==> config.mk <==
export PLATFORM = sky130hd
export DESIGN_NAME = rx_ring_admit
export DESIGN_NICKNAME = d
export VERILOG_FILES = /design/src/rtl/rxr_pkg.sv /design/src/rtl/rxr_cfg.sv /design/src/rtl/rxr_chan.sv /design/src/rtl/rxr_own.sv /design/src/rtl/rx_ring_admit.sv
export SDC_FILE = /design/constraint.sdc
export NUM_CORES = 1
export LEC_CHECK = 0
export ABC_AREA = 1
export BUFFER_PORTS_ARGS = -buffer_cell sky130_fd_sc_hd__buf_2
export CORE_ASPECT_RATIO = 1.2
export CORE_UTILIZATION = 60
export DETAILED_ROUTE_END_ITERATION = 10
export MAX_ROUTING_LAYER = met4
export PLACE_DENSITY = 0.8
export RECOVER_POWER = 25
export SLEW_MARGIN = 20
export SYNTH_ARGS = -nofsm -noshare
export SYNTH_HDL_FRONTEND = slang
export SYNTH_HIERARCHICAL = 1
export SYNTH_SLANG_ARGS = --single-unit
==> constraint.sdc <==
create_clock -name clk -period 10 [get_ports clk]
set_clock_uncertainty 0.2 [all_clocks]
set_input_delay 2 -clock clk [delete_from_list [all_inputs] [get_ports clk]]
set_output_delay 2 -clock clk [all_outputs]
set_load 0.01 [all_outputs]
==> src/rtl/rxr_pkg.sv <==
package rxr_pkg;
  typedef enum logic [1:0] {
    VRD_NONE = 2'd0,
    VRD_TAKE = 2'd1,
    VRD_CLP1 = 2'd2,
    VRD_FULL = 2'd3
  } verdict_e;
endpackage

==> src/rtl/rxr_cfg.sv <==
module rxr_cfg #(
  parameter int NUM_CH     = 4,
  parameter int RING_MAX   = 64,
  parameter int DEF_LEN    = 48,
  parameter int DEF_THR    = 38,
  parameter int DESC_WORDS = 2,
  parameter int ADDR_W     = 28,
  parameter int LEN_W      = $clog2(RING_MAX + 1),
  parameter int NCH_W      = $clog2(NUM_CH + 1)
) (
  input  logic                           clk,
  input  logic                           rst,
  input  logic                           load,
  input  logic [ADDR_W-1:0]              in_base,
  input  logic [LEN_W-1:0]               in_len,
  input  logic [LEN_W-1:0]               in_thr,
  input  logic [NCH_W-1:0]               in_nch,
  output logic [LEN_W-1:0]               len_q,
  output logic [LEN_W-1:0]               thr_q,
  output logic [NUM_CH-1:0]              mask_q,
  output logic [NUM_CH-1:0][ADDR_W-1:0]  ch_base_q
);
  logic [LEN_W-1:0]  len_c, thr_c;
  logic [NCH_W-1:0]  nch_c;
  logic [NUM_CH-1:0] mask_c;

  always_comb begin
    if (in_len < LEN_W'(2))                 len_c = LEN_W'(2);
    else if (in_len > LEN_W'(RING_MAX))     len_c = LEN_W'(RING_MAX);
    else                                    len_c = in_len;
    thr_c = (in_thr > len_c) ? len_c : in_thr;
    if (in_nch == '0)                       nch_c = NCH_W'(1);
    else if (in_nch > NCH_W'(NUM_CH))       nch_c = NCH_W'(NUM_CH);
    else                                    nch_c = in_nch;
  end

  for (genvar i = 0; i < NUM_CH; i++) begin : g_mask
    assign mask_c[i] = (NCH_W'(i) < nch_c);
  end

  always_ff @(posedge clk) begin
    if (rst) begin
      len_q  <= LEN_W'(DEF_LEN);
      thr_q  <= LEN_W'(DEF_THR);
      mask_q <= '1;
      for (int i = 0; i < NUM_CH; i++)
        ch_base_q[i] <= ADDR_W'(i * DEF_LEN * DESC_WORDS);
    end else if (load) begin
      len_q  <= len_c;
      thr_q  <= thr_c;
      mask_q <= mask_c;
      for (int i = 0; i < NUM_CH; i++)
        ch_base_q[i] <= in_base + ADDR_W'(i) * ADDR_W'(len_c) * ADDR_W'(DESC_WORDS);
    end
  end

  assert_cfg_range_R9: assert property (@(posedge clk) disable iff (rst)
    (thr_q <= len_q) && (len_q >= LEN_W'(2)) && (len_q <= LEN_W'(RING_MAX)) && mask_q[0]);
endmodule

==> src/rtl/rxr_chan.sv <==
module rxr_chan
  import rxr_pkg::*;
#(
  parameter int LEN_W = 7,
  parameter int POS_W = 6,
  parameter int CNT_W = 16
) (
  input  logic             clk,
  input  logic             rst,
  input  logic             clear,
  input  logic             arr,
  input  logic             clp,
  input  logic             ret,
  input  logic [LEN_W-1:0] len,
  input  logic [LEN_W-1:0] thr,
  output verdict_e         vrd,
  output logic [POS_W-1:0] alloc_pos,
  output logic [POS_W-1:0] rel_pos,
  output logic [LEN_W-1:0] occ,
  output logic [CNT_W-1:0] clp1_cnt,
  output logic [CNT_W-1:0] full_cnt,
  output logic             ovf
);
  logic ring_full, above_thr, take, give, last_alloc, last_rel;

  assign ring_full  = (occ >= len);
  assign above_thr  = (occ > thr);
  assign last_alloc = (LEN_W'(alloc_pos) + LEN_W'(1) == len);
  assign last_rel   = (LEN_W'(rel_pos) + LEN_W'(1) == len);

  always_comb begin
    if (!arr)                  vrd = VRD_NONE;
    else if (ring_full)        vrd = VRD_FULL;
    else if (clp && above_thr) vrd = VRD_CLP1;
    else                       vrd = VRD_TAKE;
  end

  assign take = (vrd == VRD_TAKE);
  assign give = ret && (occ != '0);

  always_ff @(posedge clk) begin
    if (rst || clear) begin
      alloc_pos <= '0;
      rel_pos   <= '0;
      occ       <= '0;
      clp1_cnt  <= '0;
      full_cnt  <= '0;
      ovf       <= 1'b0;
    end else begin
      if (take) alloc_pos <= last_alloc ? '0 : alloc_pos + POS_W'(1);
      if (give) rel_pos   <= last_rel   ? '0 : rel_pos + POS_W'(1);
      occ <= occ + LEN_W'(take) - LEN_W'(give);
      if (vrd == VRD_CLP1 && clp1_cnt != '1) clp1_cnt <= clp1_cnt + CNT_W'(1);
      if (vrd == VRD_FULL && full_cnt != '1) full_cnt <= full_cnt + CNT_W'(1);
      if (vrd == VRD_FULL) ovf <= 1'b1;
    end
  end

  assert_occ_bound_R4: assert property (@(posedge clk) disable iff (rst)
    occ <= len);
  assert_ovf_sticky_R5: assert property (@(posedge clk) disable iff (rst)
    (ovf && !clear) |=> ovf);
  assert_pos_wrap_R6: assert property (@(posedge clk) disable iff (rst)
    (LEN_W'(alloc_pos) < len) && (LEN_W'(rel_pos) < len));
endmodule

==> src/rtl/rxr_own.sv <==
module rxr_own #(
  parameter int NUM_CH   = 4,
  parameter int RING_MAX = 64,
  parameter int CH_W     = 2,
  parameter int POS_W    = 6
) (
  input  logic                          clk,
  input  logic                          rst,
  input  logic                          clear,
  input  logic                          set_en,
  input  logic [CH_W-1:0]               set_ch,
  input  logic [POS_W-1:0]              set_pos,
  input  logic                          clr_en,
  input  logic [CH_W-1:0]               clr_ch,
  input  logic [POS_W-1:0]              clr_pos,
  input  logic [NUM_CH-1:0][POS_W-1:0]  rd_pos,
  output logic [NUM_CH-1:0]             rd_host
);
  localparam int DEPTH = NUM_CH * RING_MAX;
  localparam int IDX_W = $clog2(DEPTH);

  logic [DEPTH-1:0] host_q;
  logic [IDX_W-1:0] set_idx, clr_idx;

  assign set_idx = IDX_W'(set_ch) * IDX_W'(RING_MAX) + IDX_W'(set_pos);
  assign clr_idx = IDX_W'(clr_ch) * IDX_W'(RING_MAX) + IDX_W'(clr_pos);

  always_ff @(posedge clk) begin
    if (rst || clear) begin
      host_q <= '0;
    end else begin
      if (set_en) host_q[set_idx] <= 1'b1;
      if (clr_en) host_q[clr_idx] <= 1'b0;
    end
  end

  for (genvar i = 0; i < NUM_CH; i++) begin : g_rd
    assign rd_host[i] = host_q[IDX_W'(i) * IDX_W'(RING_MAX) + IDX_W'(rd_pos[i])];
  end

  assert_return_owned_R8: assert property (@(posedge clk) disable iff (rst)
    (clr_en && !clear) |-> host_q[clr_idx]);
endmodule

==> src/rtl/rx_ring_admit.sv <==
module rx_ring_admit
  import rxr_pkg::*;
#(
  parameter int NUM_CH     = 4,
  parameter int RING_MAX   = 64,
  parameter int DEF_LEN    = 48,
  parameter int DEF_THR    = 38,
  parameter int DESC_WORDS = 2,
  parameter int ADDR_W     = 28,
  parameter int CNT_W      = 16,
  parameter int LEN_W      = $clog2(RING_MAX + 1),
  parameter int POS_W      = $clog2(RING_MAX),
  parameter int CH_W       = (NUM_CH > 1) ? $clog2(NUM_CH) : 1,
  parameter int NCH_W      = $clog2(NUM_CH + 1)
) (
  input  logic              clk,
  input  logic              rst,
  input  logic              cfg_load,
  input  logic [ADDR_W-1:0] cfg_base,
  input  logic [LEN_W-1:0]  cfg_len,
  input  logic [LEN_W-1:0]  cfg_thr,
  input  logic [NCH_W-1:0]  cfg_nch,
  input  logic              arr_valid,
  input  logic [CH_W-1:0]   arr_ch,
  input  logic              arr_clp,
  input  logic              ret_valid,
  input  logic [CH_W-1:0]   ret_ch,
  output logic              rsp_valid,
  output logic              rsp_accept,
  output logic              rsp_drop_clp1,
  output logic              rsp_drop_full,
  output logic [ADDR_W-1:0] rsp_addr,
  output logic [NUM_CH-1:0] ch_en_mask,
  output logic [NUM_CH-1:0] ovf_flags,
  input  logic [CH_W-1:0]   stat_ch,
  output logic [LEN_W-1:0]  stat_occ,
  output logic [CNT_W-1:0]  stat_clp1_drops,
  output logic [CNT_W-1:0]  stat_full_drops
);
  logic [LEN_W-1:0]               len_q, thr_q;
  logic [NUM_CH-1:0][ADDR_W-1:0]  ch_base;
  logic [NUM_CH-1:0][POS_W-1:0]   alloc_a;
  logic [POS_W-1:0]               rel_a   [NUM_CH];
  logic [LEN_W-1:0]               occ_a   [NUM_CH];
  logic [CNT_W-1:0]               c1_a    [NUM_CH];
  logic [CNT_W-1:0]               cf_a    [NUM_CH];
  verdict_e                       vrd_a   [NUM_CH];
  logic [NUM_CH-1:0]              host_at_alloc;
  logic                           arr_ok, ret_ok, take, give;
  verdict_e                       cur_vrd;

  rxr_cfg #(
    .NUM_CH(NUM_CH), .RING_MAX(RING_MAX), .DEF_LEN(DEF_LEN), .DEF_THR(DEF_THR),
    .DESC_WORDS(DESC_WORDS), .ADDR_W(ADDR_W), .LEN_W(LEN_W), .NCH_W(NCH_W)
  ) cfg_i (
    .clk(clk), .rst(rst), .load(cfg_load),
    .in_base(cfg_base), .in_len(cfg_len), .in_thr(cfg_thr), .in_nch(cfg_nch),
    .len_q(len_q), .thr_q(thr_q), .mask_q(ch_en_mask), .ch_base_q(ch_base)
  );

  assign arr_ok  = arr_valid && !cfg_load && ch_en_mask[arr_ch];
  assign ret_ok  = ret_valid && !cfg_load && ch_en_mask[ret_ch];

  for (genvar i = 0; i < NUM_CH; i++) begin : g_ch
    rxr_chan #(.LEN_W(LEN_W), .POS_W(POS_W), .CNT_W(CNT_W)) chan_i (
      .clk(clk), .rst(rst), .clear(cfg_load),
      .arr(arr_ok && (arr_ch == CH_W'(i))), .clp(arr_clp),
      .ret(ret_ok && (ret_ch == CH_W'(i))),
      .len(len_q), .thr(thr_q),
      .vrd(vrd_a[i]), .alloc_pos(alloc_a[i]), .rel_pos(rel_a[i]), .occ(occ_a[i]),
      .clp1_cnt(c1_a[i]), .full_cnt(cf_a[i]), .ovf(ovf_flags[i])
    );
  end

  assign cur_vrd = vrd_a[arr_ch];
  assign take    = arr_ok && (cur_vrd == VRD_TAKE);
  assign give    = ret_ok && (occ_a[ret_ch] != '0);

  rxr_own #(.NUM_CH(NUM_CH), .RING_MAX(RING_MAX), .CH_W(CH_W), .POS_W(POS_W)) own_i (
    .clk(clk), .rst(rst), .clear(cfg_load),
    .set_en(take), .set_ch(arr_ch), .set_pos(alloc_a[arr_ch]),
    .clr_en(give), .clr_ch(ret_ch), .clr_pos(rel_a[ret_ch]),
    .rd_pos(alloc_a), .rd_host(host_at_alloc)
  );

  always_ff @(posedge clk) begin
    if (rst) begin
      rsp_valid     <= 1'b0;
      rsp_accept    <= 1'b0;
      rsp_drop_clp1 <= 1'b0;
      rsp_drop_full <= 1'b0;
      rsp_addr      <= '0;
    end else begin
      rsp_valid     <= arr_valid;
      rsp_accept    <= take;
      rsp_drop_clp1 <= arr_ok && (cur_vrd == VRD_CLP1);
      rsp_drop_full <= arr_ok && (cur_vrd == VRD_FULL);
      rsp_addr      <= take ? ch_base[arr_ch] + ADDR_W'(alloc_a[arr_ch]) * ADDR_W'(DESC_WORDS)
                            : '0;
    end
  end

  always_ff @(posedge clk) begin
    if (rst) begin
      stat_occ        <= '0;
      stat_clp1_drops <= '0;
      stat_full_drops <= '0;
    end else begin
      stat_occ        <= occ_a[stat_ch];
      stat_clp1_drops <= c1_a[stat_ch];
      stat_full_drops <= cf_a[stat_ch];
    end
  end

  assert_one_outcome_R2: assert property (@(posedge clk) disable iff (rst)
    $onehot0({rsp_accept, rsp_drop_clp1, rsp_drop_full}));
  assert_outcome_needs_arrival_R2: assert property (@(posedge clk) disable iff (rst)
    (rsp_accept || rsp_drop_clp1 || rsp_drop_full) |-> rsp_valid);
  assert_fill_engine_owned_R8: assert property (@(posedge clk) disable iff (rst)
    take |-> !host_at_alloc[arr_ch]);
endmodule

* Yosys cells after proc, flatten, opt, wreduce, memory -nomap -nowiden
Cells that the tools add are included.
** Operators by class
- Add/subtract/negate cells :: 28
- Multiply operators :: 1
- Order comparisons :: 20
- Eq/ne operators :: 33
- Muxes and demuxes :: 41
- Bitwise logic cells :: 3
- Reductions and logical operators :: 41
** Operators by type and width (count)
- adder 16 x 1 -> 16 bit (second input constant) :: 8
- inequality test 16 bit (second input constant) :: 8
- binary-select mux 16 bit (select 2 bit) :: 2
- 2-to-1 mux 16 bit :: 4
- binary-select mux 28 bit (select 2 bit) :: 1
- > comparator 7 bit :: 5
- 2-to-1 mux 7 bit :: 5
- logical AND 1 bit :: 31
- 2-to-1 mux 6 bit :: 5
- adder 28 x 10 -> 28 bit :: 1
- adder 28 x 7 -> 28 bit :: 1
- adder 28 x 8 -> 28 bit :: 1
- adder 28 x 9 -> 28 bit :: 1
- adder 6 x 1 -> 7 bit (second input constant) :: 4
- adder 7 x 1 -> 7 bit :: 4
- equality test 2 bit (second input constant) :: 14
- equality test 7 bit :: 4
- >= comparator 7 bit :: 4
- 2-to-1 mux 2 bit :: 14
- 2-to-1 mux 28 bit :: 1
- nonzero test 7 bit :: 4
- subtractor 7 x 1 -> 7 bit :: 4
- adder 6 x 1 -> 6 bit (second input constant) :: 4
- binary-select mux 7 bit (select 2 bit) :: 1
- other kinds (21) :: 36
** Storage, ports and cells
- Register bits :: 385
- Bits of input ports :: 57
- Output and inout bits :: 79
- Word-level logic and storage cells :: 202

* Logic depth before layout (Yosys ltp)
Gate-level depths: netlist of the first run.
- Depth after elaboration :: 12
- Depth in mapped cells :: 24
- Depth with buffers taken out :: 24

* Hierarchy
Netlist of the first run, hierarchy kept.
** By module, submodules not included
- rxr_chan (g_ch[1].chan_i ...) :: instances 3, cells each 586, area an instance 3708.6 um^2, seq. area each 1041.0 um^2
- rxr_cfg :: instances 1, cells each 1029, area an instance 6984.2 um^2, seq. area each 2502.4 um^2
- rx_ring_admit :: instances 1, cells each 851, area an instance 4918.5 um^2, seq. area each 1421.4 um^2
- rxr_chan (g_ch[0].chan_i) :: instances 1, cells each 577, area an instance 3673.5 um^2, seq. area each 1041.0 um^2

* Worst setup path after synthesis of the first run
OpenSTA, ideal clock, no wires.
- Kind :: input to register
- Start :: input port cfg_len[3]
- End :: register cfg_i/ch_base_q[105] (netlist name)
- Library setup time :: 0.119 ns
- Arrival :: 4.835 ns
- Required time :: 9.681 ns
- Setup slack :: 4.845 ns
- Stages on the path :: 23
- Buffers on the path :: 0
- Path through :: nor2_1 > nand2_1 > o21bai_1 > nand2_1 > inv_1 > ha_1 > inv_1 > fa_1 > o21ai_0 > nand2_1 > nand2_1 > nand2_1 > nand2_1 > xor2_1 > ha_1 > nand2_1 > inv_1 > a21oi_1 > nand2_1 > nand2_1 > nand2_1 > nand3_1 > nand3_1
** Between the ends
- Word-level cells in the longest chain between the ends :: 5
- Elaborated cells on any way between the ends :: 6
- Classes of those cells :: 1 x add/sub; 1 x mul; 2 x order compare; 2 x mux
** Ends and longest elaborated chain
- from (decl) :: RTL line rx_ring_admit.sv:20 : input logic [LEN_W-1:0] cfg_len,
- > comparator 7 bit :: RTL line rxr_cfg.sv:29 : else if (in_len > LEN_W'(RING_MAX)) len_c = LEN_W'(RING_MAX);
- 2-to-1 mux 7 bit :: RTL line rxr_cfg.sv:29
- 2-to-1 mux 7 bit (*) :: RTL line rxr_cfg.sv:28 : if (in_len < LEN_W'(2)) len_c = LEN_W'(2);
- named net cfg_i.len_c[1] :: RTL line rxr_cfg.sv:23 : logic [LEN_W-1:0] len_c, thr_c;
- multiplier 2 x 7 -> 9 bit (*) :: RTL line rxr_cfg.sv:53 : ch_base_q[i] <= in_base + ADDR_W'(i) * ADDR_W'(len_c) * ADDR_W'(DESC_WORDS);
- adder 28 x 10 -> 28 bit (*) :: RTL line rxr_cfg.sv:53
- to (signal, indexed assignment) :: RTL line rxr_cfg.sv:47 : ch_base_q[i] <= ADDR_W'(i * DEF_LEN * DESC_WORDS);
- to (signal, indexed assignment) :: RTL line rxr_cfg.sv:53
- to (decl) :: RTL line rxr_cfg.sv:21 : output logic [NUM_CH-1:0][ADDR_W-1:0] ch_base_q
The timed path passes the listed nets; every way through them passes the cells marked *.
A chain may end at the register's enable or synchronous reset.

==> results of run 1 <==
[metrics by stage]
step           utilization  hold WS (ps)
6_report             0.659           251
5_1_grt              0.659           268
4_1_cts              0.661           253
3_5_place_dp         0.628           239
3_3_place_gp         0.628           237
2_1_floorplan            -           226
[worst max-delay path: cells and delay by family]
kind,cells,cell delay [ps]
buffers and inverters,4,4600
and+or+nand+nor,2,1270
[where the power goes]
group / switching [mW] / leakage (nW) / internal (mW) / total, mW
Sequential: 0.0356 / 3.09 / 1.56 / 1.59
Combinational: 0.292 / 8.14 / 0.135 / 0.427
Clock: 0.664 / 0.661 / 0.878 / 1.54
Total: 0.992 / 11.9 / 2.57 / 3.56
[final timing paths]
| check | start | to | slack (ps) | cells past startpoint |
|---|---|---|---|---|
| min | cfg_i/ch_base_q[14]$_SDFFE_PP0P_ | cfg_i/ch_base_q[14]$_SDFFE_PP0P_ | 250 | 2 |
| min reg2reg | cfg_i/ch_base_q[14]$_SDFFE_PP0P_ | cfg_i/ch_base_q[14]$_SDFFE_PP0P_ | 250 | 2 |
| max | rst | cfg_i/mask_q[0]$_SDFFE_PP1P_ | 2320 | 6 |
| max reg2reg | cfg_i/len_q[5]$_SDFFE_PP1P_ | g_ch[1].chan_i/occ[6]$_SDFF_PP0_ | 6530 | 16 |
[routing by layer]
metal,part of all wire,up-vias,global-route usage
li1,-,12600,-
met1,0.41,11500,0.394
met2,0.48,922,0.585
met3,0.060,214,0.0386
met4,0.052,0,0.177
met5,0,-,-
[placed cells by master, fill, tap and decap left out, types with 10 or more instances in the layout]
master,count
sky130_fd_sc_hd__o211ai_1,12
sky130_fd_sc_hd__nor2_2,15
sky130_fd_sc_hd__nand4_1,39
sky130_fd_sc_hd__inv_2,26
sky130_fd_sc_hd__nand2_1,1137
sky130_fd_sc_hd__nand2_2,11
sky130_fd_sc_hd__nor3_1,30
sky130_fd_sc_hd__nand3b_1,11
sky130_fd_sc_hd__xor2_1,64
sky130_fd_sc_hd__a22oi_1,24
sky130_fd_sc_hd__a22o_1,15
sky130_fd_sc_hd__o21ai_0,153
sky130_fd_sc_hd__ha_1,147
sky130_fd_sc_hd__nor2_1,480
sky130_fd_sc_hd__xnor2_1,33
sky130_fd_sc_hd__dfxtp_1,380
sky130_fd_sc_hd__a21oi_1,268
sky130_fd_sc_hd__clkbuf_1,89
sky130_fd_sc_hd__nand3_2,10
sky130_fd_sc_hd__nor2_4,13
sky130_fd_sc_hd__buf_2,56
sky130_fd_sc_hd__buf_4,10
sky130_fd_sc_hd__clkbuf_16,40
sky130_fd_sc_hd__nand3_1,396
sky130_fd_sc_hd__inv_1,393
[final cells by class]
cell class	instances	area, um^2
well taps	539	674
clock inverters	18	216
flip-flops and latches	380	7610
multi-input cells	2947	15000
inverters	420	1580
repair buffers	147	659
clock buffers	55	1130
fillers	3876	13900
[sequential cells by signal (all words and copies together) (netlist names)]
signal	count
g_ch.chan_i/ovf	4
rsp_accept	1
g_ch.chan_i/clp1_cnt	64
cfg_i/thr_q	7
rsp_drop_clp1	1
stat_occ	7
rsp_addr	28
stat_full_drops	16
cfg_i/mask_q	4
rsp_valid	1
cfg_i/ch_base_q	107
rsp_drop_full	1
g_ch.chan_i/alloc_pos	24
g_ch.chan_i/occ	28
stat_clp1_drops	16
cfg_i/len_q	7
g_ch.chan_i/full_cnt	64
==> results.md, run 1 <==
Run status:
- The run finished, with violations left.
- The checks that failed: max-capacitance violations, max-slew violations.

Worst setup path:
- The largest individual stage delay along the critical path comes from the cell sky130_fd_sc_hd__clkbuf_1.
- The required time of the critical path is a little over 10000 ps.
- STA classifies the critical path endpoint as a flop.
- The setup path with the least slack is of type input pin to flop.
- The cell repeated most along the worst path is sky130_fd_sc_hd__clkbuf_1.
- Along the worst path, the maximum fanout reaches 98.
- Walking the worst path, the cells encountered are buf_2 -> clkbuf_1 -> nor2_4 -> clkbuf_1 -> inv_2 -> or2_2.
- STA classifies the critical path startpoint as an input pin.
- Data arrives at the worst endpoint at 7940 ps.
- The largest single stage delay on the critical path is around 3000 ps.

Timing:
- For this run, the top clock speed supported by timing is between 100 and 150 MHz.
- The shortest period the worst path allows is around 7700 ps.
- The number of failing setup endpoints in the final timing report is 0.
- Of the available clock period, the critical path in the final layout requires 0.768.
- The slew of the pin with the lowest slew margin is about 4300 ps.
- For the final routed database, the setup TNS stands at 0 ps.
- The final setup slack of the worst path is about 2300 ps.
- The worst-case headroom to the max-slew limit is -1.86.
- Setup repair after global routing left no endpoint under its margin.
- The hold violation total from the final report is 0.
- The max-slew violation count is around 160.

Floorplan:
- The floorplan row count is ~80.
- The full die area is between 40000 and 50000 um^2.
- For this configuration, the core starts out at a cell density of 0.609.
- In this run the standard cell core region covers 40800 um^2.
- about 140 I/O pins were placed.
- The horizontal die dimension is 188 um.
- The floorplan die height is between 200 and 250 um.

Placed design:
- After detailed placement, the design holds a cell count of 4433.
- The HPWL after detailed placement is 52.0 mm.
- Once placement finished, the instance area stood at 25700 um^2.
- Buffers placed on the I/O ports in this run total 135.
- The final weighted congestion in routability-driven placement is around 0.97.
- The worst slack at placement is 3570 ps.

Detailed routing:
- The first routing iteration left between 1500 and 2000 violations.
- The routed wire length per instance is between 15 and 20 um.
- The DRC violation count after routing is 0.
- Dividing the detail-routed via count by the number of cells gives roughly 5.6.
- The number of vias after detailed routing is between 20000 and 30000.
- Before antenna repair, the detailed router went through 6 iterations.
- The total routed wirelength is approximately 71 mm.
- The number of routed nets with antenna violations is 0.

Pwr:
- Summed over all cells, the static leakage comes to 11.9 nW.
- The post-layout total power is 3.56 mW.
- Dividing total power by cell area gives a power density of 132 nW/um^2.
- The largest vdd supply drop is approximately 0.00013 V.

GRT:
- The pin count of the biggest net entering global routing is between 90 and 100.
- The first-pass GRT wire length is ~110 mm.
- Across every metal layer, demand over resource in global routing totals 0.342.
- The number of global-route vias before repair came to between 20000 and 25000.
- The initial antenna violation count is 0.
- The total congestion overflow is 0.

Finish:
- Once layout is done, the placed cells without fillers occupy about 27000 um^2.
- The final standard cell count with taps included and fillers excluded is approximately 4500.
- In the final layout, the share of cells above drive strength 1 is 0.0625.
- The repair_antennas step left the layout with diodes totalling 0.
- In the final design database the tool counted between 4000 and 5000 nets.
- The post-synthesis to final-layout area growth is 8.15%.

Yosys:
- The count of warnings emitted by yosys is 6.
- The cell area that synthesis handed to floorplanning was ~25000 um^2.
- The average size of a mapped cell is 6.42 um^2.
- After technology mapping, the gate count stands at slightly below 4000.
- The net count after synthesis is between 4000 and 5000.

CTS:
- The number of buffers between clock root and the deepest sink is 3.
- The source-to-sink clock delay at the later pin of the worst-skew pair is 590 ps.
- For this design, the sink count on the clock tree is 380.
- The number of clock buffers added by TritonCTS is 40.
- The clock edge transition at the registers on the reported setup and hold paths is roughly 60 ps.
- In this run the post-CTS setup repair buffer count came out at 0.
- The H-tree depth reported by CTS is 2.
- Buffers inserted to repair hold after CTS numbered 0.
- The number of instances resized during post-cts repair is 0.
- The CTS tree is done.
- In this run the clock root is driven by a sky130_fd_sc_hd__clkbuf_16.

Hold path:
- In this run the worst hold path is classified as flop to flop.

Job:
- The count of max-cap constraint violations is 2.
Note: power is estimated with default switching activity, not from simulation.
==> inputs of run 2 (changes only) <==
clock period = 7.76 ns   (was 10 ns; I/O delays follow)
==> run 2 against run 1 <==
Effect of this change: the run still ends with max-capacitance violations, max-slew violations left; non-clock buffer count up 3; critical endpoint is now cfg_i/ch_base_q[68]$_SDFFE_PP0P_; total power up 30%; setup slack worse by 580 ps; core utilization up 0.10 points.
==> results.md, run 2 (synthesis results as in run 1) <==
Timing:
- The number of failing setup endpoints in the final timing report is 0 (unchanged).
- The shortest period the worst path allows is ~6000 ps.
- Unrepaired setup endpoints after global routing: no (unchanged).
- The final setup slack of the worst path is 1740 ps (was 2320 ps).
- The setup TNS after final layout is 0 ps (unchanged).
- The hold violation total from the final report is 0 (unchanged).
- The slew of the pin with the lowest slew margin is 2930 ps (was 4290 ps).
- The share of the cycle needed by the critical path after routing is 0.776.
- The timing-limited maximum frequency is 166 MHz.
- The worst-case headroom to the max-slew limit was -0.963 (was -1.86).
- The max-slew violation count is 108 (was 156).

Detailed routing:
- The length of the first detailed-routing pass in iterations is 6 (unchanged).
- The routed wire length per instance was 15.7 um (about the same).
- The total routed wirelength is 71.0 mm (was 70.7 mm).
- The number of vias after detailed routing is 25200 (was 25300).
- The number of design-rule violations left by the first detailed-router iteration is 2057 (was 1890).
- The DRC violation count after routing is 0 (unchanged).
- The number of routed nets with antenna violations is 0 (unchanged).
- The via-per-instance ratio is 5.58 (was 5.61).

Hold path:
- The type of the worst min-delay path is flop to flop (unchanged).

Placed design:
- The final weighted congestion in routability-driven placement is 0.979 (was 0.967).
- The quantity of I/O buffers inserted on ports is 135 (unchanged).
- The worst slack at placement is 2350 ps (was 3570 ps).
- The placed cell area is 25700 um^2 (about the same).
- The total half-perimeter wirelength after legalization and detailed placement came to 51.7 mm (was 52.0 mm).

Finish:
- The post-synthesis to final-layout area growth was 8.32% (was 8.15%).
- The register with the most flip-flops is cfg_i/ch_base_q (unchanged).
- Leading registers by flop count: cfg_i/ch_base_q: 107 flops, g_ch.chan_i/clp1_cnt: 64 flops, g_ch.chan_i/full_cnt: 64 flops (unchanged).
- The ratio of cells with drive above 1 in the final layout is 0.0636 (was 0.0625).
- Most used cells in the layout excluding fill and tap cells: 1137 x sky130_fd_sc_hd__nand2_1, 482 x sky130_fd_sc_hd__nor2_1, 396 x sky130_fd_sc_hd__nand3_1, 394 x sky130_fd_sc_hd__inv_1, 380 x sky130_fd_sc_hd__dfxtp_1 (was 1137 x sky130_fd_sc_hd__nand2_1, 480 x sky130_fd_sc_hd__nor2_1, 396 x sky130_fd_sc_hd__nand3_1, 393 x sky130_fd_sc_hd__inv_1, 380 x sky130_fd_sc_hd__dfxtp_1).
- The final design area excluding fillers is 27000 um^2 (was 26900 um^2).
- The flip-flop count of the largest register after layout is 107 (unchanged).
- The fraction of the core area covered by cells at the end of the flow is 0.660 (was 0.659).
- The most common cell after layout, fill and taps aside is sky130_fd_sc_hd__nand2_1 (unchanged).
- The number of inserted diodes is 0 (unchanged).
- The final-stage net count is 4154 (was 4149).

Worst setup path:
- The cell with the largest stage delay on the worst path is sky130_fd_sc_hd__nor2_1 (was sky130_fd_sc_hd__clkbuf_1).
- The required time of the critical path was 8060 ps (was 10270 ps).
- The largest fanout on the critical path is 51 (was 98).
- The data arrival time at the worst-slack endpoint is 6330 ps (was 7940 ps).
- The stage delay of the slowest cell on the critical path came to 2280 ps (was 3020 ps).
- The critical path endpoint is cfg_i/ch_base_q[68]$_SDFFE_PP0P_ (was cfg_i/mask_q[0]$_SDFFE_PP1P_).
- The reg-to-reg setup timing slack is 4270 ps (was 6530 ps).
- The critical path endpoint category is a flop (unchanged).
- The reg-to-reg endpoint is g_ch[1].chan_i/occ[6]$_SDFF_PP0_ (unchanged).
- The kind of cell with the highest combined delay on the critical path is simple AND/OR/NAND/NOR gates (was buffers and inverters).
- The number of logic stages on the critical path including buffering came to 8 (was 6).
- Cells traversed along the worst timing path: clkbuf_1 -> inv_1 -> nor2_1 -> clkinv_1 -> buf_4 -> nor2_1 -> inv_1 -> o211ai_1 (was buf_2 -> clkbuf_1 -> nor2_4 -> clkbuf_1 -> inv_2 -> or2_2).
- The path type of the worst setup path is input pin to flop (unchanged).
- The launch point of the worst path is cfg_load (was rst).
- The nature of the critical path startpoint is an input pin (unchanged).
- The length in cells of the worst reg-to-reg path is 16 (unchanged).
- The worst path buffer plus inverter count is 5 (was 4).
- The worst flop-to-flop path startpoint is cfg_i/len_q[5]$_SDFFE_PP1P_ (unchanged).

CTS:
- The CTS tree is done (unchanged).
- The number of buffers inserted to repair setup after CTS was 0 (unchanged).
- The total of hold buffers inserted after clock tree synthesis is 0 (unchanged).
- The number of buffers between clock root and the deepest sink is 3 (unchanged).
- The H-tree depth reported by CTS is 2 (unchanged).
- The total clock sinks is 380 (unchanged).
- The number of instances resized during post-cts repair is 0 (unchanged).
- The clock tree root buffer cell is sky130_fd_sc_hd__clkbuf_16 (unchanged).
- The source-to-sink clock delay at the later pin of the worst-skew pair was 580 ps (was 590 ps).
- The number of clock buffers inserted by TritonCTS is 42 (was 40).
- The clock edge transition at the registers on the reported setup and hold paths was 60 ps (about the same).

Floorplan:
- The horizontal die dimension is 188 um (unchanged).
- The effective utilization at floorplan is 0.609 (unchanged).
- The boundary pin count is 136 (unchanged).
- The floorplan row count was 81 (unchanged).
- The placeable core region is 40800 um^2 (unchanged).
- The floorplan die height came to 225 um (unchanged).
- The full die area is 42300 um^2 (unchanged).

GRT:
- The global routing met3 resource utilization came to 0.0375 (was 0.0386).
- The met2 global-route usage was 0.572 (was 0.585).
- The initial antenna violation count is 0 (unchanged).
- The met1 layer usage reported by global route is 0.399 (was 0.394).
- The first-pass GRT wire length is 113 mm (was 114 mm).
- The global router's overall resource usage is 0.339 (was 0.342).
- The total congestion overflow is 0 (unchanged).
- The most congested layer reported by global routing is met2 (unchanged).
- The number of global-route vias before repair is 22700 (was 23100).
- The pin count of the biggest net entering global routing came to 84 (was 99).

Run status:
- Status: complete, but fails checks (unchanged).
- Failing checks: max-capacitance violations, max-slew violations (unchanged).

Job:
- The count of max-cap constraint violations is 3 (was 2).

Pwr:
- The largest vdd supply drop was 0.000202 V (was 0.000134 V).
- The total power divided by cell area was 172 nW/um^2 (was 132 nW/um^2).
- The static leakage power is 11.9 nW (about the same).
run 2: worst min path at each step:
stage / start / end / depth (start not counted) / slack [ps]
after floorplan: cfg_i/ch_base_q[16]$_SDFFE_PP0P_ / cfg_i/ch_base_q[16]$_SDFFE_PP0P_ / 2 / 230
after global placement: cfg_i/ch_base_q[24]$_SDFFE_PP0P_ / cfg_i/ch_base_q[24]$_SDFFE_PP0P_ / 2 / 240
after detailed placement: cfg_i/ch_base_q[20]$_SDFFE_PP0P_ / cfg_i/ch_base_q[20]$_SDFFE_PP0P_ / 2 / 240
after CTS: cfg_i/ch_base_q[20]$_SDFFE_PP0P_ / cfg_i/ch_base_q[20]$_SDFFE_PP0P_ / 2 / 250
after global routing: cfg_i/ch_base_q[12]$_SDFFE_PP0P_ / cfg_i/ch_base_q[12]$_SDFFE_PP0P_ / 2 / 270
final: cfg_i/ch_base_q[20]$_SDFFE_PP0P_ / cfg_i/ch_base_q[20]$_SDFFE_PP0P_ / 2 / 250
run 2: tightest hold or removal path: stages (launching register included):
cell and delay (ps):
sky130_fd_sc_hd__dfxtp_1 310, sky130_fd_sc_hd__nand2_1 60, sky130_fd_sc_hd__nand2_1 40
run 2: through the flow:
stage                     std cells  hold WS [ps]  total power, mW
after global placement         4436           237             2.63
final                          4514           253             4.62
after floorplan                3875           226             2.47
after detailed placement       4436           242             2.64
after CTS                      4514           253             4.64
after global routing           4514           273             4.79
run 2: where the power goes:
group	switching [mW]	total, mW	leakage, nW	internal [mW]
combinational	0.377	0.551	8.14	0.173
sequential	0.0452	2.05	3.09	2.01
clock	0.872	2.02	0.678	1.15
run 2: cell type report:
class	count	area, um^2
Tap cell	539	674
Multi-Input combinational cell	2947	15000
Clock buffer	55	1170
Inverter	420	1580
Sequential cell	380	7610
Fill cell	3892	13900
Timing Repair Buffer	150	683
Clock inverter	23	220
run 2: routing by layer:
| metal | routed length, um | share of wire | vias to the layer above |
|---|---|---|---|
| met2 | 33700 | 0.47 | 921 |
| met1 | 29300 | 0.41 | 11400 |
| met3 | 4450 | 0.063 | 205 |
| met5 | 0 | 0 | - |
| li1 | - | - | 12600 |
| met4 | 3610 | 0.051 | 0 |
==> inputs of run 3 (changes only) <==
ABC_AREA = 0   (was 1)
PLACE_DENSITY = 0.81   (was 0.8)
clock period = 6.2 ns   (was 7.76 ns; I/O delays follow)
==> run 3 against run 2 <==
Effect of this change: the run still ends with max-capacitance violations, max-slew violations left; global-route usage down 0.99 points; hold slack better by 15 ps; wire length down 9.9%; synthesized cell count down 32%; setup slack worse by 990 ps; total power up 28%; non-clock buffer count up 12; core utilization up 0.86 points; first-iteration DRC count down 11%; clock power up 29%; flip-flop and latch count unchanged; highest routed layer unchanged.
==> results.md, run 3 <==
Timing:
- The shortest period the worst path allows is approximately 5500 ps.
- The slew of the pin with the lowest slew margin is 2810 ps (was 2930 ps).
- The final setup slack of the worst path is 750 ps (was 1740 ps).
- In the finished design, the share of the clock period the worst path needs comes to 0.879.
- Unrepaired setup endpoints after global routing: no (unchanged).
- The max-slew violation count is 109 (was 108).
- The setup TNS after final layout came to 0 ps (unchanged).
- Derived from the worst setup path, the maximum achievable clock frequency is 183 MHz.
- The worst-case headroom to the max-slew limit is -0.870 (was -0.963).
- The hold violation total from the final report is 0 (unchanged).
- The number of failing setup endpoints in the final timing report came to 0 (unchanged).

Worst setup path:
- The critical path endpoint was cfg_i/thr_q[2]$_SDFFE_PP1P_ (was cfg_i/ch_base_q[68]$_SDFFE_PP0P_).
- The data arrival time at the worst-slack endpoint is 5700 ps (was 6330 ps).
- The launch point of the worst path was rst (was cfg_load).
- The required time of the critical path came to 6450 ps (was 8060 ps).
- The stage delay of the slowest cell on the critical path came to 1950 ps (was 2280 ps).
- The reg-to-reg endpoint is rsp_addr[23]$_SDFF_PP0_ (was g_ch[1].chan_i/occ[6]$_SDFF_PP0_).
- The nature of the critical path startpoint is an input pin (unchanged).
- The cell with the largest stage delay on the worst path is sky130_fd_sc_hd__clkbuf_1 (was sky130_fd_sc_hd__nor2_1).
- Cells traversed along the worst timing path: clkbuf_1 -> inv_1 -> nand2_1 -> nor4_1 -> a311oi_1 (was clkbuf_1 -> inv_1 -> nor2_1 -> clkinv_1 -> buf_4 -> nor2_1 -> inv_1 -> o211ai_1).
- The reg-to-reg setup timing slack was 1320 ps (was 4270 ps).
- The largest fanout on the critical path is 53 (was 51).
- The length in cells of the worst reg-to-reg path is 12 (was 16).
- The path type of the worst setup path is input pin to flop (unchanged).
- The worst flop-to-flop path startpoint is cfg_i/len_q[2]$_SDFFE_PP0P_ (was cfg_i/len_q[5]$_SDFFE_PP1P_).
- The critical path endpoint category is a flop (unchanged).

Placed design:
- The final weighted congestion in routability-driven placement is 0.955 (was 0.979).
- The placed instance count is 3121 (was 4436).
- The quantity of I/O buffers inserted on ports came to 135 (unchanged).
- The total half-perimeter wirelength after legalization and detailed placement is 46.1 mm (was 51.7 mm).
- The worst slack at placement is 716 ps (was 2350 ps).

GRT:
- The first-pass GRT wire length is 102 mm (was 113 mm).
- The number of global-route vias before repair is 20100 (was 22700).
- The total congestion overflow is 0 (unchanged).
- The global router's overall resource usage is 0.329 (was 0.339).
- The initial antenna violation count is 3 (was 0).
- The pin count of the biggest net entering global routing was 99 (was 84).

Floorplan:
- The boundary pin count was 136 (unchanged).
- The floorplan row count was 78 (was 81).
- The placeable core region came to 37900 um^2 (was 40800 um^2).
- The horizontal die dimension is 181 um (was 188 um).
- The floorplan die height is 217 um (was 225 um).
- The effective utilization at floorplan is 0.611 (was 0.609).
- The full die area came to 39300 um^2 (was 42300 um^2).

Finish:
- The post-synthesis to final-layout area growth is 9.46% (was 8.32%).
- The number of filler cells placed in the layout is 3065 (was 3892).
- The area occupied by registers is 7610 um^2 (unchanged).
- The area of the multi-input gates is 14400 um^2 (was 15000 um^2).
- The register with the most flip-flops is cfg_i/ch_base_q (unchanged).
- The most common cell after layout, fill and taps aside is sky130_fd_sc_hd__dfxtp_1 (was sky130_fd_sc_hd__nand2_1).
- Most used cells in the layout excluding fill and tap cells: 380 x sky130_fd_sc_hd__dfxtp_1, 302 x sky130_fd_sc_hd__nor2_1, 150 x sky130_fd_sc_hd__nand2_1, 147 x sky130_fd_sc_hd__ha_1, 139 x sky130_fd_sc_hd__xnor2_1 (was 1137 x sky130_fd_sc_hd__nand2_1, 482 x sky130_fd_sc_hd__nor2_1, 396 x sky130_fd_sc_hd__nand3_1, 394 x sky130_fd_sc_hd__inv_1, 380 x sky130_fd_sc_hd__dfxtp_1).
- Leading registers by flop count: cfg_i/ch_base_q: 107 flops, g_ch.chan_i/clp1_cnt: 64 flops, g_ch.chan_i/full_cnt: 64 flops (unchanged).
- The flip-flop count of the largest register after layout is 107 (unchanged).
- The ratio of cells with drive above 1 in the final layout came to 0.0944 (was 0.0636).
- The final standard cell count with taps included and fillers excluded is 3196 (was 4514).
- The final-stage net count is 2896 (was 4154).

CTS:
- The total of hold buffers inserted after clock tree synthesis is 0 (unchanged).
- The number of instances resized during post-cts repair is 0 (unchanged).
- The H-tree depth reported by CTS came to 2 (unchanged).
- The total clock sinks is 380 (unchanged).
- The number of clock buffers inserted by TritonCTS is 40 (was 42).
- The source-to-sink clock delay at the later pin of the worst-skew pair is 570 ps (was 580 ps).
- The CTS tree is done (unchanged).
- The clock edge transition at the registers on the reported setup and hold paths was 60 ps (about the same).
- The clock tree root buffer cell is sky130_fd_sc_hd__clkbuf_16 (unchanged).
- The number of buffers between clock root and the deepest sink is 3 (unchanged).
- The number of buffers inserted to repair setup after CTS came to 0 (unchanged).

Pwr:
- The power share of the combinational group came to 0.126 (was 0.119).
- The reported net switching power is 1.57 mW (was 1.29 mW).
- The cell internal power dissipation was 4.37 mW (was 3.33 mW).
- The portion of total power attributed to sequential cells was 0.434 (was 0.444).
- The fraction of power spent switching nets is 0.264 (was 0.280).
- The clock network power share was 0.439 (was 0.436).
- The largest vdd supply drop was 0.000256 V (was 0.000202 V).
- The static leakage power is 9.50 nW (was 11.9 nW).
- The total power divided by cell area is 234 nW/um^2 (was 172 nW/um^2).

Run status:
- Failing checks: max-capacitance violations, max-slew violations (unchanged).
- Status: complete, but fails checks (unchanged).

Detailed routing:
- The routed wire length per instance is 20.0 um (was 15.7 um).
- The via-per-instance ratio is 6.51 (was 5.58).
- The total routed wirelength is 64.0 mm (was 71.0 mm).
- The number of design-rule violations left by the first detailed-router iteration is 1833 (was 2057).
- The number of vias after detailed routing is 20800 (was 25200).
- The DRC violation count after routing is 0 (unchanged).
- The length of the first detailed-routing pass in iterations came to 9 (was 6).
- The number of routed nets with antenna violations is 0 (unchanged).

Hold path:
- The type of the worst min-delay path was flop to flop (unchanged).

Job:
- The count of max-cap constraint violations is 2 (was 3).

Yosys:
- The net count after synthesis is 2834 (was 4088).
- The synthesized instance count is 2621 (was 3875).
- The count of warnings emitted by yosys is 6 (unchanged).
- The netlist area before placement was 23100 um^2 (was 24900 um^2).
- The average size of a mapped cell is 8.82 um^2 (was 6.42 um^2).
run 3: cell types whose count changed in the layout (fill, tap and decap cells not counted), sizes merged, moves of 53 or more:
cell   previous run  this run
mux4              0        76
nor2            509       302
inv             424       138
o21ai           157        94
xnor2            33       139
nand3           407       119
nand2          1153       151
a21oi           272       107
mux2i             0        53
nor2b             0        61
run 3: area by class of cell:
| cell class | instances | share of cell area |
|---|---|---|
| clock buffer | 53 | 0.0446 |
| inverter | 139 | 0.0206 |
| tap | 480 | 0.0237 |
| sequential | 380 | 0.301 |
| timing repair buffer | 162 | 0.0310 |
| multi-input combinational | 1960 | 0.568 |
| clock inverter | 19 | 0.0117 |
| antenna | 3 | 0.000297 |
run 3: routing by layer:
metal	up-vias	track usage	part of all wire	wire [um]
met5	-	-	0	0
li1	9683	-	-	-
met3	213	0.0542	0.073	4670
met2	926	0.554	0.49	31600
met1	9996	0.384	0.39	25100
met4	0	0.150	0.041	2640
run 3: how the worst min path moves through the flow:
stage                                     start                          endpoint  slack, ps  cells after the start
2_1_floorplan  cfg_i/ch_base_q[63]$_SDFFE_PP1P_  cfg_i/ch_base_q[63]$_SDFFE_PP1P_        230                      2
3_3_place_gp    g_ch[0].chan_i/ovf$_SDFFE_PP0P_   g_ch[0].chan_i/ovf$_SDFFE_PP0P_        250                      2
3_5_place_dp   cfg_i/ch_base_q[20]$_SDFFE_PP0P_  cfg_i/ch_base_q[20]$_SDFFE_PP0P_        250                      2
4_1_cts        cfg_i/ch_base_q[22]$_SDFFE_PP0P_  cfg_i/ch_base_q[22]$_SDFFE_PP0P_        270                      2
5_1_grt        cfg_i/ch_base_q[22]$_SDFFE_PP0P_  cfg_i/ch_base_q[22]$_SDFFE_PP0P_        280                      2
6_report       cfg_i/ch_base_q[22]$_SDFFE_PP0P_  cfg_i/ch_base_q[22]$_SDFFE_PP0P_        270                      2
run 3: power by group through the flow:
stage	registers [mW]	logic, mW	clock network, mW
after floorplan	2.60	0.549	0
after global placement	2.62	0.704	0
after detailed placement	2.63	0.730	0
after CTS	2.57	0.735	2.63
after global routing	2.58	0.814	2.73
final	2.58	0.749	2.61
run 3: per-stage QoR:
stage               hold WS [ps]  power, mW  utilization  area (um^2)
floorplan                    234       3.15            -        23100
global placement             247       3.32        0.633        24000
detailed placement           255       3.35        0.633        24000
CTS                          269       5.94        0.671        25400
global route                 277       6.12        0.669        25300
finish                       267       5.93        0.669        25300
run 3: worst max-delay path, delay by kind of cell:
family	cells	cell delay (ps)
AOI/OAI and AO/OA	1	320
and+or+nand+nor	2	840
buffers and inverters	2	3260
